<file path="config.mk">
export PLATFORM = sky130hd
export DESIGN_NAME = idle_descrambler
export DESIGN_NICKNAME = d
export VERILOG_FILES = /design/src/rtl/desc_pkg.sv /design/src/rtl/desc_keygen.sv /design/src/rtl/desc_runcount.sv /design/src/rtl/desc_holdtimer.sv /design/src/rtl/idle_descrambler.sv
export SDC_FILE = /design/constraint.sdc
export NUM_CORES = 1
export LEC_CHECK = 0
export ABC_AREA = 1
export BUFFER_PORTS_ARGS = -buffer_cell sky130_fd_sc_hd__clkbuf_2
export CAP_MARGIN = 20
export CORE_ASPECT_RATIO = 1.75
export CORE_UTILIZATION = 40
export CTS_CLUSTER_DIAMETER = 100
export DETAILED_ROUTE_END_ITERATION = 16
export RECOVER_POWER = 100
export SLEW_MARGIN = 20
export SYNTH_ARGS = -nofsm -noshare
export SYNTH_HDL_FRONTEND = slang
export SYNTH_HIERARCHICAL = 1
export SYNTH_SLANG_ARGS = --single-unit
export TNS_END_PERCENT = 100
</file>
<file path="constraint.sdc">
create_clock -name clk -period 2.8 [get_ports clk]
set_input_delay 0.14 -clock clk [delete_from_list [all_inputs] [get_ports clk]]
set_output_delay 0.14 -clock clk [all_outputs]
set_load 0.01 [all_outputs]
</file>
<file path="src/rtl/desc_pkg.sv">
package desc_pkg;

  typedef enum logic {
    ST_HUNT = 1'b0,
    ST_HELD = 1'b1
  } lock_st_e;

  // XOR of two one-based taps of a shift register image
  function automatic logic tap_pair(input logic [31:0] s,
                                    input int unsigned hi,
                                    input int unsigned lo);
    return s[hi-1] ^ s[lo-1];
  endfunction

  // true when a count sits one below its target
  function automatic logic at_last(input logic [31:0] v,
                                   input int unsigned target);
    return v == 32'(target - 1);
  endfunction

  // saturating increment toward a ceiling
  function automatic logic [31:0] sat_inc(input logic [31:0] v,
                                          input int unsigned ceil);
    return (v >= 32'(ceil)) ? v : v + 32'd1;
  endfunction

endpackage

</file>
<file path="src/rtl/desc_keygen.sv">
module desc_keygen #(
  parameter int unsigned W      = 11,
  parameter int unsigned TAP_HI = 11,
  parameter int unsigned TAP_LO = 9
) (
  input  logic clk,
  input  logic rst_n,
  input  logic adv,
  input  logic seed_mode,
  input  logic seed_bit,
  input  logic clear,
  output logic key_bit
);
  import desc_pkg::*;

  logic [W-1:0] st;
  logic         fb_in;

  assign key_bit = tap_pair(32'(st), TAP_HI, TAP_LO);
  assign fb_in   = seed_mode ? seed_bit : key_bit;

  always_ff @(posedge clk) begin
    if (!rst_n || clear) st <= '0;
    else if (adv)        st <= {st[W-2:0], fb_in};
  end
endmodule

</file>
<file path="src/rtl/desc_runcount.sv">
module desc_runcount #(
  parameter int unsigned MAXV  = 60,
  localparam int unsigned RW   = $clog2(MAXV + 1)
) (
  input  logic          clk,
  input  logic          rst_n,
  input  logic          adv,
  input  logic          one_bit,
  input  logic          clear,
  output logic [RW-1:0] run
);
  import desc_pkg::*;

  logic [31:0] inc_v;
  assign inc_v = sat_inc(32'(run), MAXV);

  always_ff @(posedge clk) begin
    if (!rst_n || clear) run <= '0;
    else if (adv) begin
      if (one_bit) run <= inc_v[RW-1:0];
      else         run <= '0;
    end
  end
endmodule

</file>
<file path="src/rtl/desc_holdtimer.sv">
module desc_holdtimer #(
  parameter int unsigned PERIOD = 90250,
  localparam int unsigned TW    = $clog2(PERIOD + 1)
) (
  input  logic          clk,
  input  logic          rst_n,
  input  logic          adv,
  input  logic          run_en,
  input  logic          restart,
  output logic          end_tick,
  output logic [TW-1:0] cnt
);
  import desc_pkg::*;

  logic last;
  assign last     = at_last(32'(cnt), PERIOD);
  assign end_tick = run_en && adv && last;

  always_ff @(posedge clk) begin
    if (!rst_n || restart || !run_en) cnt <= '0;
    else if (adv) cnt <= last ? '0 : cnt + TW'(1);
  end
endmodule

</file>
<file path="src/rtl/idle_descrambler.sv">
module idle_descrambler #(
  parameter int unsigned KEY_W       = 11,
  parameter int unsigned TAP_HI      = 11,
  parameter int unsigned TAP_LO      = 9,
  parameter int unsigned ACQ_RUN     = 60,
  parameter int unsigned HOLD_RUN    = 58,
  parameter int unsigned HOLD_CYCLES = 90250
) (
  input  logic clk,
  input  logic rst_n,
  input  logic bit_en,
  input  logic scr_bit,
  output logic plain_bit,
  output logic locked,
  output logic lock_lost
);
  import desc_pkg::*;

  localparam int unsigned RUN_MAX = (ACQ_RUN > HOLD_RUN) ? ACQ_RUN : HOLD_RUN;
  localparam int unsigned RUN_W   = $clog2(RUN_MAX + 1);
  localparam int unsigned TMR_W   = $clog2(HOLD_CYCLES + 1);

  lock_st_e   st_q;
  logic       key_bit;
  logic       plain_c;
  logic [RUN_W-1:0] run_cnt;
  logic [TMR_W-1:0] tmr_cnt;
  logic       tmr_end;
  logic       acq_done;
  logic       hold_ok;
  logic       expire_tick;
  logic       run_clear;

  assign locked  = (st_q == ST_HELD);
  assign plain_c = scr_bit ^ key_bit;

  // named events
  assign acq_done    = !locked && bit_en && plain_c && at_last(32'(run_cnt), ACQ_RUN);
  assign hold_ok     =  locked && bit_en && plain_c && at_last(32'(run_cnt), HOLD_RUN);
  assign expire_tick = tmr_end && !hold_ok;
  assign run_clear   = acq_done || hold_ok || expire_tick;

  desc_keygen #(.W(KEY_W), .TAP_HI(TAP_HI), .TAP_LO(TAP_LO)) u_key (
    .clk       (clk),
    .rst_n     (rst_n),
    .adv       (bit_en),
    .seed_mode (!locked),
    .seed_bit  (!scr_bit),
    .clear     (expire_tick),
    .key_bit   (key_bit)
  );

  desc_runcount #(.MAXV(RUN_MAX)) u_run (
    .clk     (clk),
    .rst_n   (rst_n),
    .adv     (bit_en),
    .one_bit (plain_c),
    .clear   (run_clear),
    .run     (run_cnt)
  );

  desc_holdtimer #(.PERIOD(HOLD_CYCLES)) u_hold (
    .clk      (clk),
    .rst_n    (rst_n),
    .adv      (bit_en),
    .run_en   (locked),
    .restart  (acq_done || hold_ok),
    .end_tick (tmr_end),
    .cnt      (tmr_cnt)
  );

  always_ff @(posedge clk) begin
    if (!rst_n) begin
      st_q      <= ST_HUNT;
      plain_bit <= 1'b0;
      lock_lost <= 1'b0;
    end else begin
      lock_lost <= expire_tick;
      if (bit_en) plain_bit <= plain_c;
      if (acq_done)         st_q <= ST_HELD;
      else if (expire_tick) st_q <= ST_HUNT;
    end
  end
endmodule

</file>
Word level (Yosys, flattened, before mapping). Index checks and enable logic that the tools add are counted. W data, S select, Z words.

Bits in registers: 37. Bits of input ports: 4. Output and inout bits: 3. Logic and storage cells: 41.

$add $sub $neg: 2. Order comparisons: 1. Equality and inequality tests: 4. Mux-type cells: 6. Bitwise operators: 2. Reductions and logical operators: 20.

Operators by type and width (count): $add A17 B1 Y17 const B (1); $eq A17 B17 Y1 const B (1); $mux W17 (1); $eq A6 B6 Y1 const B (2); $mux W6 (2); $logic_and A1 B1 Y1 (8); $add A6 B1 Y6 const B (1); $ge A6 B6 Y1 const B (1); $logic_or A1 B1 Y1 (6); $logic_not A1 Y1 (4); $mux W1 (3); $ne A2 B2 Y1 const B (1); $reduce_and A2 Y1 (1); $reduce_bool A2 Y1 (1); $xor A1 B1 Y1 (2).

Logic depth before layout (Yosys ltp). Gate-level depths: netlist of run 1.

Word-level depth: 8. Depth in mapped cells: 14. Depth with buffers taken out: 14.

Modules after synthesis. The synthesis of run 1 kept the hierarchy.

By module, submodules not included: desc_holdtimer (instances 1, cells each 157, area each 1032.2 µm², seq. area each 340.3 µm²); desc_keygen (instances 1, cells each 54, area each 465.4 µm², seq. area each 220.2 µm²); desc_runcount (instances 1, cells each 58, area each 369.1 µm², seq. area each 120.1 µm²); idle_descrambler (instances 1, cells each 31, area each 207.7 µm², seq. area each 60.1 µm²).

Worst setup path after synthesis of run 1. OpenSTA, ideal clock, no wires.

Kind: reg2reg. Start point: register u_key.st[8]. End point: register u_hold.cnt[14]. Setup time: 0.120 ns. Arrival time: 1.484 ns. Data required time: 2.680 ns. Path slack: 1.196 ns. Stages on the path, launching flop included: 14. Path buffers: 0. Period minus slack after synthesis: 1.604 ns. Cells stage by stage: dfxtp_1 inv_2 nand2_1 and2_1 inv_1 nand2_2 nand2_4 nand3_2 nand2_2 nor2_1 nand2_1 inv_1 nand2_1 nor2_1.

Word-level cells in the longest chain between the ends: 7. Elaborated cells between the ends (all ways): 9. Those cells by class: 2 x bitwise; 7 x reduce/logical.

RTL lines: from (decl) (line desc_keygen.sv:16) `logic [W-1:0] st;`; from (signal assigned) (line desc_keygen.sv:24) `else if (adv) st <= {st[W-2:0], fb_in};`; $xor A1 B1 Y1 (*) (line desc_pkg.sv:12) `return s[hi-1] ^ s[lo-1];`; via key_bit (line idle_descrambler.sv:24) `logic key_bit;`; $xor A1 B1 Y1 (*) (line idle_descrambler.sv:35) `assign plain_c = scr_bit ^ key_bit;`; via plain_c (line idle_descrambler.sv:25) `logic plain_c;`; $logic_and A1 B1 Y1, on equally long branches (2 in series) (line idle_descrambler.sv:38, idle_descrambler.sv:39); $logic_or A1 B1 Y1 (*) (line idle_descrambler.sv:67) `.restart (acq_done || hold_ok),`; $logic_or A1 B1 Y1 (*) (2 in series) (line desc_holdtimer.sv:20) `if (!rst_n || restart || !run_en) cnt <= '0;`; to (signal assigned) (line desc_holdtimer.sv:21) `else if (adv) cnt <= last ? '0 : cnt + TW'(1);`; to (decl) (line desc_holdtimer.sv:11) `output logic [TW-1:0] cnt`.

Mark *: on every way through the listed nets, which the timed path passes. The rest lies on a longest branch. A chain may end at the register's enable or synchronous reset.

Final worst setup path of run 1.
Start point: register u_key.st[8]. End point: register u_hold.cnt[13].

Same word-level chain as after synthesis.

==> results of run 1 <==
==> cell usage after synthesis, drive strengths merged <==
cell / instances / area share [%]
o22ai: 1 / 0.30
nand3: 19 / 5.8
xor2: 2 / 0.84
and2: 1 / 0.30
nor2: 65 / 14
o211ai: 1 / 0.36
a21boi: 1 / 0.36
o21bai: 3 / 1.1
dfxtp: 37 / 36
buf: 4 / 2.0
ha: 3 / 1.8
nand2: 75 / 16
or2: 2 / 0.60
a21oi: 14 / 4.3
nor3: 5 / 1.4
nor3b: 1 / 0.36
xnor2: 1 / 0.42
inv: 45 / 8.1
o21ai: 14 / 4.1
nand4: 5 / 1.5
a31oi: 1 / 0.30
==> metal layers <==
metal  up-vias  track usage (%)  routed length [µm]
met4         0            12.38                 228
met5         -                0                   0
met1       798            16.17                1664
li1        958                -                   -
met2        35            34.03                2493
met3        15            3.196                 110
==> cells by family (layout without fill, tap and decap cells) <==
kind of cell | Yosys count | in the layout | share of synthesized area [%]
AOI/OAI and AO/OA | 35 | 35 | 10.80
xor gates and xnor gates | 3 | 3 | 1.267
adders and majority gates | 3 | 3 | 1.810
buffers and inverters | 49 | 60 | 10.13
DFF | 37 | 37 | 35.71
and+or+nand+nor | 173 | 173 | 40.29
==> registers in the layout, summed over array words and instances, names as in the netlist <==
signal	count
u_hold/cnt	17
u_key/st	11
u_run/run	6
lock_lost	1
locked	1
plain_bit	1
==> per-stage QoR <==
stage | util, % | area [µm²] | setup WS (ns)
finish | 44.92 | 2236 | 0.6855
global route | 44.92 | 2236 | 0.4109
CTS | 45.65 | 2272 | 0.8459
detailed placement | 42.96 | 2138 | 0.8637
global placement | 42.96 | 2138 | 0.9055
floorplan | - | 2074 | 1.196
==> how the worst max path moves through the flow <==
stage          slack [ns]  cells after the start              to
2_1_floorplan        1.20                     13  u_hold/cnt[14]
3_3_place_gp         0.91                     13  u_hold/cnt[14]
3_5_place_dp         0.86                     13   u_hold/cnt[0]
4_1_cts              0.85                     13   u_hold/cnt[0]
5_1_grt              0.41                     13  u_hold/cnt[13]
6_report             0.69                     13  u_hold/cnt[13]
==> worst reg2reg max path: stages (launching register included) <==
cell and delay [ns]:
dfxtp_1 0.33, inv_1 0.08, nand2_1 0.09, and2_0 0.17, inv_1 0.06, nand2_1 0.07
nand2_1 0.15, nand3_1 0.16, nand2_2 0.06, nor2_1 0.09, nand2_1 0.25, inv_1 0.19
nand2_1 0.16, a21oi_1 0.17
==> area by class of cell <==
cell class | instances | area [µm²] | area share, %
timing repair buffer | 7 | 33.78 | 1.511
tap | 54 | 67.56 | 3.022
multi-input combinational | 214 | 1091 | 48.80
clock inverter | 3 | 65.06 | 2.910
clock buffer | 5 | 68.82 | 3.078
sequential | 37 | 740.7 | 33.13
inverter | 45 | 168.9 | 7.555
==> power groups by stage <==
stage	sequential (mW)	combinational, mW	clock [mW]
3_5_place_dp	0.561	0.0736	0
2_1_floorplan	0.559	0.0598	0
3_3_place_gp	0.561	0.0725	0
4_1_cts	0.549	0.0741	0.567
6_report	0.547	0.0663	0.548
5_1_grt	0.550	0.0738	0.595
==> impl_metrics.ini, run 1 <==
[power_and_ir_drop]
power_mw = 1.162
sequentialPowerShare_pct = 47.1
swShare_pct = 21.24
leakage_nw = 0.9566
pwr_density_cell_nw_per_um2 = 519.6
intPower_uw = 914.9
ir_drop_v = 0.0003430
combPwrFrac_pct = 5.7
power_switching_uw = 246.8
p_clk_share_pct = 47.2

[worst_setup_path]
crit_family = simple AND/OR/NAND/NOR gates
worst_r2r_endpoint = u_hold/cnt[13]
cpPeakStageDelay_ns = 0.33
crit_chain = inv_1, nand2_1, and2_0, inv_1, nand2_1, nand2_1, nand3_1, nand2_2, nor2_1, nand2_1, inv_1, nand2_1, a21oi_1
r2r_setup_slack_ns = 0.69
startpoint_type = flip-flop
crit_path_max_fanout = 10
r2r-start = u_key/st[8]
worst-r2r-cell-count = 13
endpoint_kind = flip-flop
slowest_stage = dfxtp_1
cp.required_ns = 3.01
worstSetupPathType = reg -> reg
critPathLaunch = u_key/st[8]
cp_num_buf_inv = 3
critPathArrivalTime_ns = 2.33
cpMostUsedCell = nand2_1

[clock_network]
tritoncts = done
numCtsBuffers = 5
post_cts_resized = 0
clkSinkCount = 37
cts_buffer_depth = 2
htreeDepth = 2
postCtsSetupBuffers = 0
cts_hold_buf = 0
clkTransAtPathRegs_ns = 0.08
clkLatencyLatePin_ns = 0.29
cts_root_buf = clkbuf_8

[sta]
clock_skew_ns = 0.006434
setup_violations = 0
tns_ns = 0
finalCriticalPeriod_ns = 2.115
rsz0062_at_grt = false
fin_hold_ws_ns = 0.1468
slew_violations = 0
relSlewSlack_pct = 73.54
period_share_pct = 75.52
clock.fmax_ghz = 0.4729
worst_slew_pin_slew_ns = 0.3960
hold_viol_final = 0

[floorplanning]
initial_utilization_pct = 41.68
die_area_um2 = 5490
die_h_um = 97.27
rows = 34
io-pin-count = 7
core_area_um2 = 4977
die_w_um = 56.44

[drt]
num_vias = 1806
route.detailed.drc = 0
drt_iter0_markers = 32
wl_per_cell_um = 12.32
avgViaCountPerCell = 4.948
drtAntennaViolNets = 0
drtPass1Iterations = 4
wirelength_um = 4497

[global_routing]
grt_max_degree = 16
grt_first_pass_wirelength_um = 7638
grt_pass1_vias = 1780
grt_usage_pct = 17.90
antenna_found_initial = 0
grt_overflow = 0

[synth]
syn_area_per_cell_um2 = 6.915
ys_types = 34
ys_seq_area_share_pct = 35.71
synth_warnings = 6
synth_fp_nets = 307
synthCells = 300
synth_seq_cells = 37
syn-cell-area_um2 = 2074

[place]
place.gp.congestion = 0.8302
place_hpwl_um = 3562
dp_cells = 357
portBuffers = 6

[final_layout]
finalNonFillerCells = 365
drive_gt1_share_pct = 14.15
final_common_cell = nand2_1
most-common-layout-cells = 67 x nand2_1, 58 x nor2_1, 39 x inv_1
synthToLayoutAreaGrowth_pct = 7.780
antenna_cells = 0
fillerInstances = 532
layout.nets = 317

[hold_path]
whs_path_depth = 3
worstHoldStart = rst_n
holdPathEnd = locked
hp-class = in -> reg

[status]
status = completed

[job]
cap_violations = 0
Power figures use the tool's default switching activity.
==> run 2: changes to the inputs <==
clock period = 1.9 ns   (was 2.8 ns; I/O delays follow)
==> impl_metrics.ini, run 2 (synthesis results as in run 1) <==
[sta]
hold_viol_final = 0
finalCriticalPeriod_ns = 1.707
tns_ns = 0
clock.fmax_ghz = 0.5859
period_share_pct = 89.84
slew_violations = 0
clock_skew_ns = 0.004845
worst_slew_pin_slew_ns = 0.3338
rsz0062_at_grt = false
relSlewSlack_pct = 77.63
setup_violations = 0

[power_and_ir_drop]
leakage_nw = 0.9749
ir_drop_v = 0.0005565
swShare_pct = 22.57
p_clk_share_pct = 43.9
pwr_density_cell_nw_per_um2 = 714.9
combPwrFrac_pct = 6.5
power_switching_uw = 367.1
sequentialPowerShare_pct = 49.7
intPower_mw = 1.259
power_mw = 1.626

[final_layout]
most-common-layout-cells = 65 x nand2_1, 57 x nor2_1, 38 x inv_1
fin_util_pct = 45.70
drive_gt1_share_pct = 17.67
antenna_cells = 0
fillerInstances = 544
largest_reg_flops = 17
synthToLayoutAreaGrowth_pct = 9.650
largestRegisters = u_hold/cnt x17, u_key/st x11, u_run/run x6
layout.nets = 323
finalNonFillerCells = 371
post-route-cell-area_um2 = 2275
largest-register = u_hold/cnt
final_common_cell = nand2_1

[global_routing]
top_usage_layer = met2
antenna_found_initial = 0
use_met1_pct = 18.69
grtUsageMet2_pct = 34.84
grt_usage_pct = 18.56
grt_first_pass_wirelength_um = 8031
grt_pass1_vias = 1845
grt_max_degree = 16
met3_usage_pct = 3.063
grt_overflow = 0

[job]
cap_violations = 0

[drt]
avgViaCountPerCell = 4.916
drtAntennaViolNets = 0
drt_iter0_markers = 70
num_vias = 1824
drtPass1Iterations = 4
wirelength_um = 4545
wl_per_cell_um = 12.25
route.detailed.drc = 0

[place]
dpl-instance-area_um2 = 2168
dp_cells = 361
place_hpwl_um = 3541
place.gp.congestion = 0.8262
portBuffers = 6

[worst_setup_path]
crit_end = u_hold/cnt[5]
worstSetupPathType = reg -> reg
cpPeakStageDelay_ns = 0.34
crit_chain = inv_2, nand2_1, and2_1, inv_1, nand2_2, nand2_4, nand3_2, nand2_1, nor2_1, nand2_1, a31oi_1, a21boi_0
cpMostUsedCell = nand2_1
startpoint_type = flip-flop
worst-r2r-cell-count = 12
r2r_setup_slack_ns = 0.19
endpoint_kind = flip-flop
crit_path_max_fanout = 5
cp.required_ns = 2.11
worst_r2r_endpoint = u_hold/cnt[5]
slowest_stage = dfxtp_1
critPathLaunch = u_key/st[8]
r2r-start = u_key/st[8]
critPathArrivalTime_ns = 1.92

[floorplanning]
rows = 34
die_area_um2 = 5490
die_h_um = 97.27
die_w_um = 56.44
initial_utilization_pct = 41.68
io-pin-count = 7
core_area_um2 = 4977

[clock_network]
tritoncts = done
clkLatencyLatePin_ns = 0.29
htreeDepth = 2
clkSinkCount = 37
cts_hold_buf = 0
cts_buffer_depth = 2
cts_root_buf = clkbuf_8
numCtsBuffers = 5
clkTransAtPathRegs_ns = 0.08

[hold_path]
hp-class = in -> reg
worstHoldStart = rst_n

[status]
status = completed
## run 2: timing repair
item | CTS | global route
setup buffers | 0 | 1
resized for setup | 0 | 7
endpoints found under the setup margin | 0 | 12
## run 2: metrics by stage
step	setup slack (ns)	hold WS [ns]
after floorplan	0.2960	0.2265
after global placement	0.1674	0.4117
after detailed placement	0.1208	0.4131
after CTS	0.09581	0.1012
after global routing	0.005624	0.1329
final	0.1931	0.1142
## run 2: worst max-delay path, delay by kind of cell (launching register included)
family / cells / cell delay [ns]
and+or+nand+nor: 8 / 0.74
AOI/OAI and AO/OA: 2 / 0.43
DFF: 1 / 0.34
buffers and inverters: 2 / 0.12
## run 2: worst min-delay path by stage
stage	end	slack, ns	cells past startpoint
floorplan	locked	0.23	2
global placement	lock_lost	0.41	3
detailed placement	lock_lost	0.41	3
CTS	lock_lost	0.10	3
global route	plain_bit	0.13	3
finish	lock_lost	0.11	3
## run 2: cell type report
cell class	count	area, µm²	area share [%]
Multi-Input combinational cell	215	1106	48.62
Sequential cell	37	744.5	32.73
Inverter	45	168.9	7.426
Clock buffer	7	86.33	3.795
Timing Repair Buffer	12	71.32	3.135
Tap cell	54	67.56	2.970
Clock inverter	1	30.03	1.320
## run 2: power groups by stage
| stage | combinational (mW) | sequential, mW | clock (mW) |
|---|---|---|---|
| after floorplan | 0.0881 | 0.824 | 0 |
| after global placement | 0.108 | 0.827 | 0 |
| after detailed placement | 0.109 | 0.827 | 0 |
| after CTS | 0.109 | 0.809 | 0.739 |
| after global routing | 0.121 | 0.811 | 0.769 |
| final | 0.105 | 0.808 | 0.713 |
## run 2: metal layers
metal / share of wire, % / wire [µm]
met1: 37 / 1685
met5: 0 / 0
met3: 2.4 / 108
met4: 4.0 / 182
met2: 57 / 2569
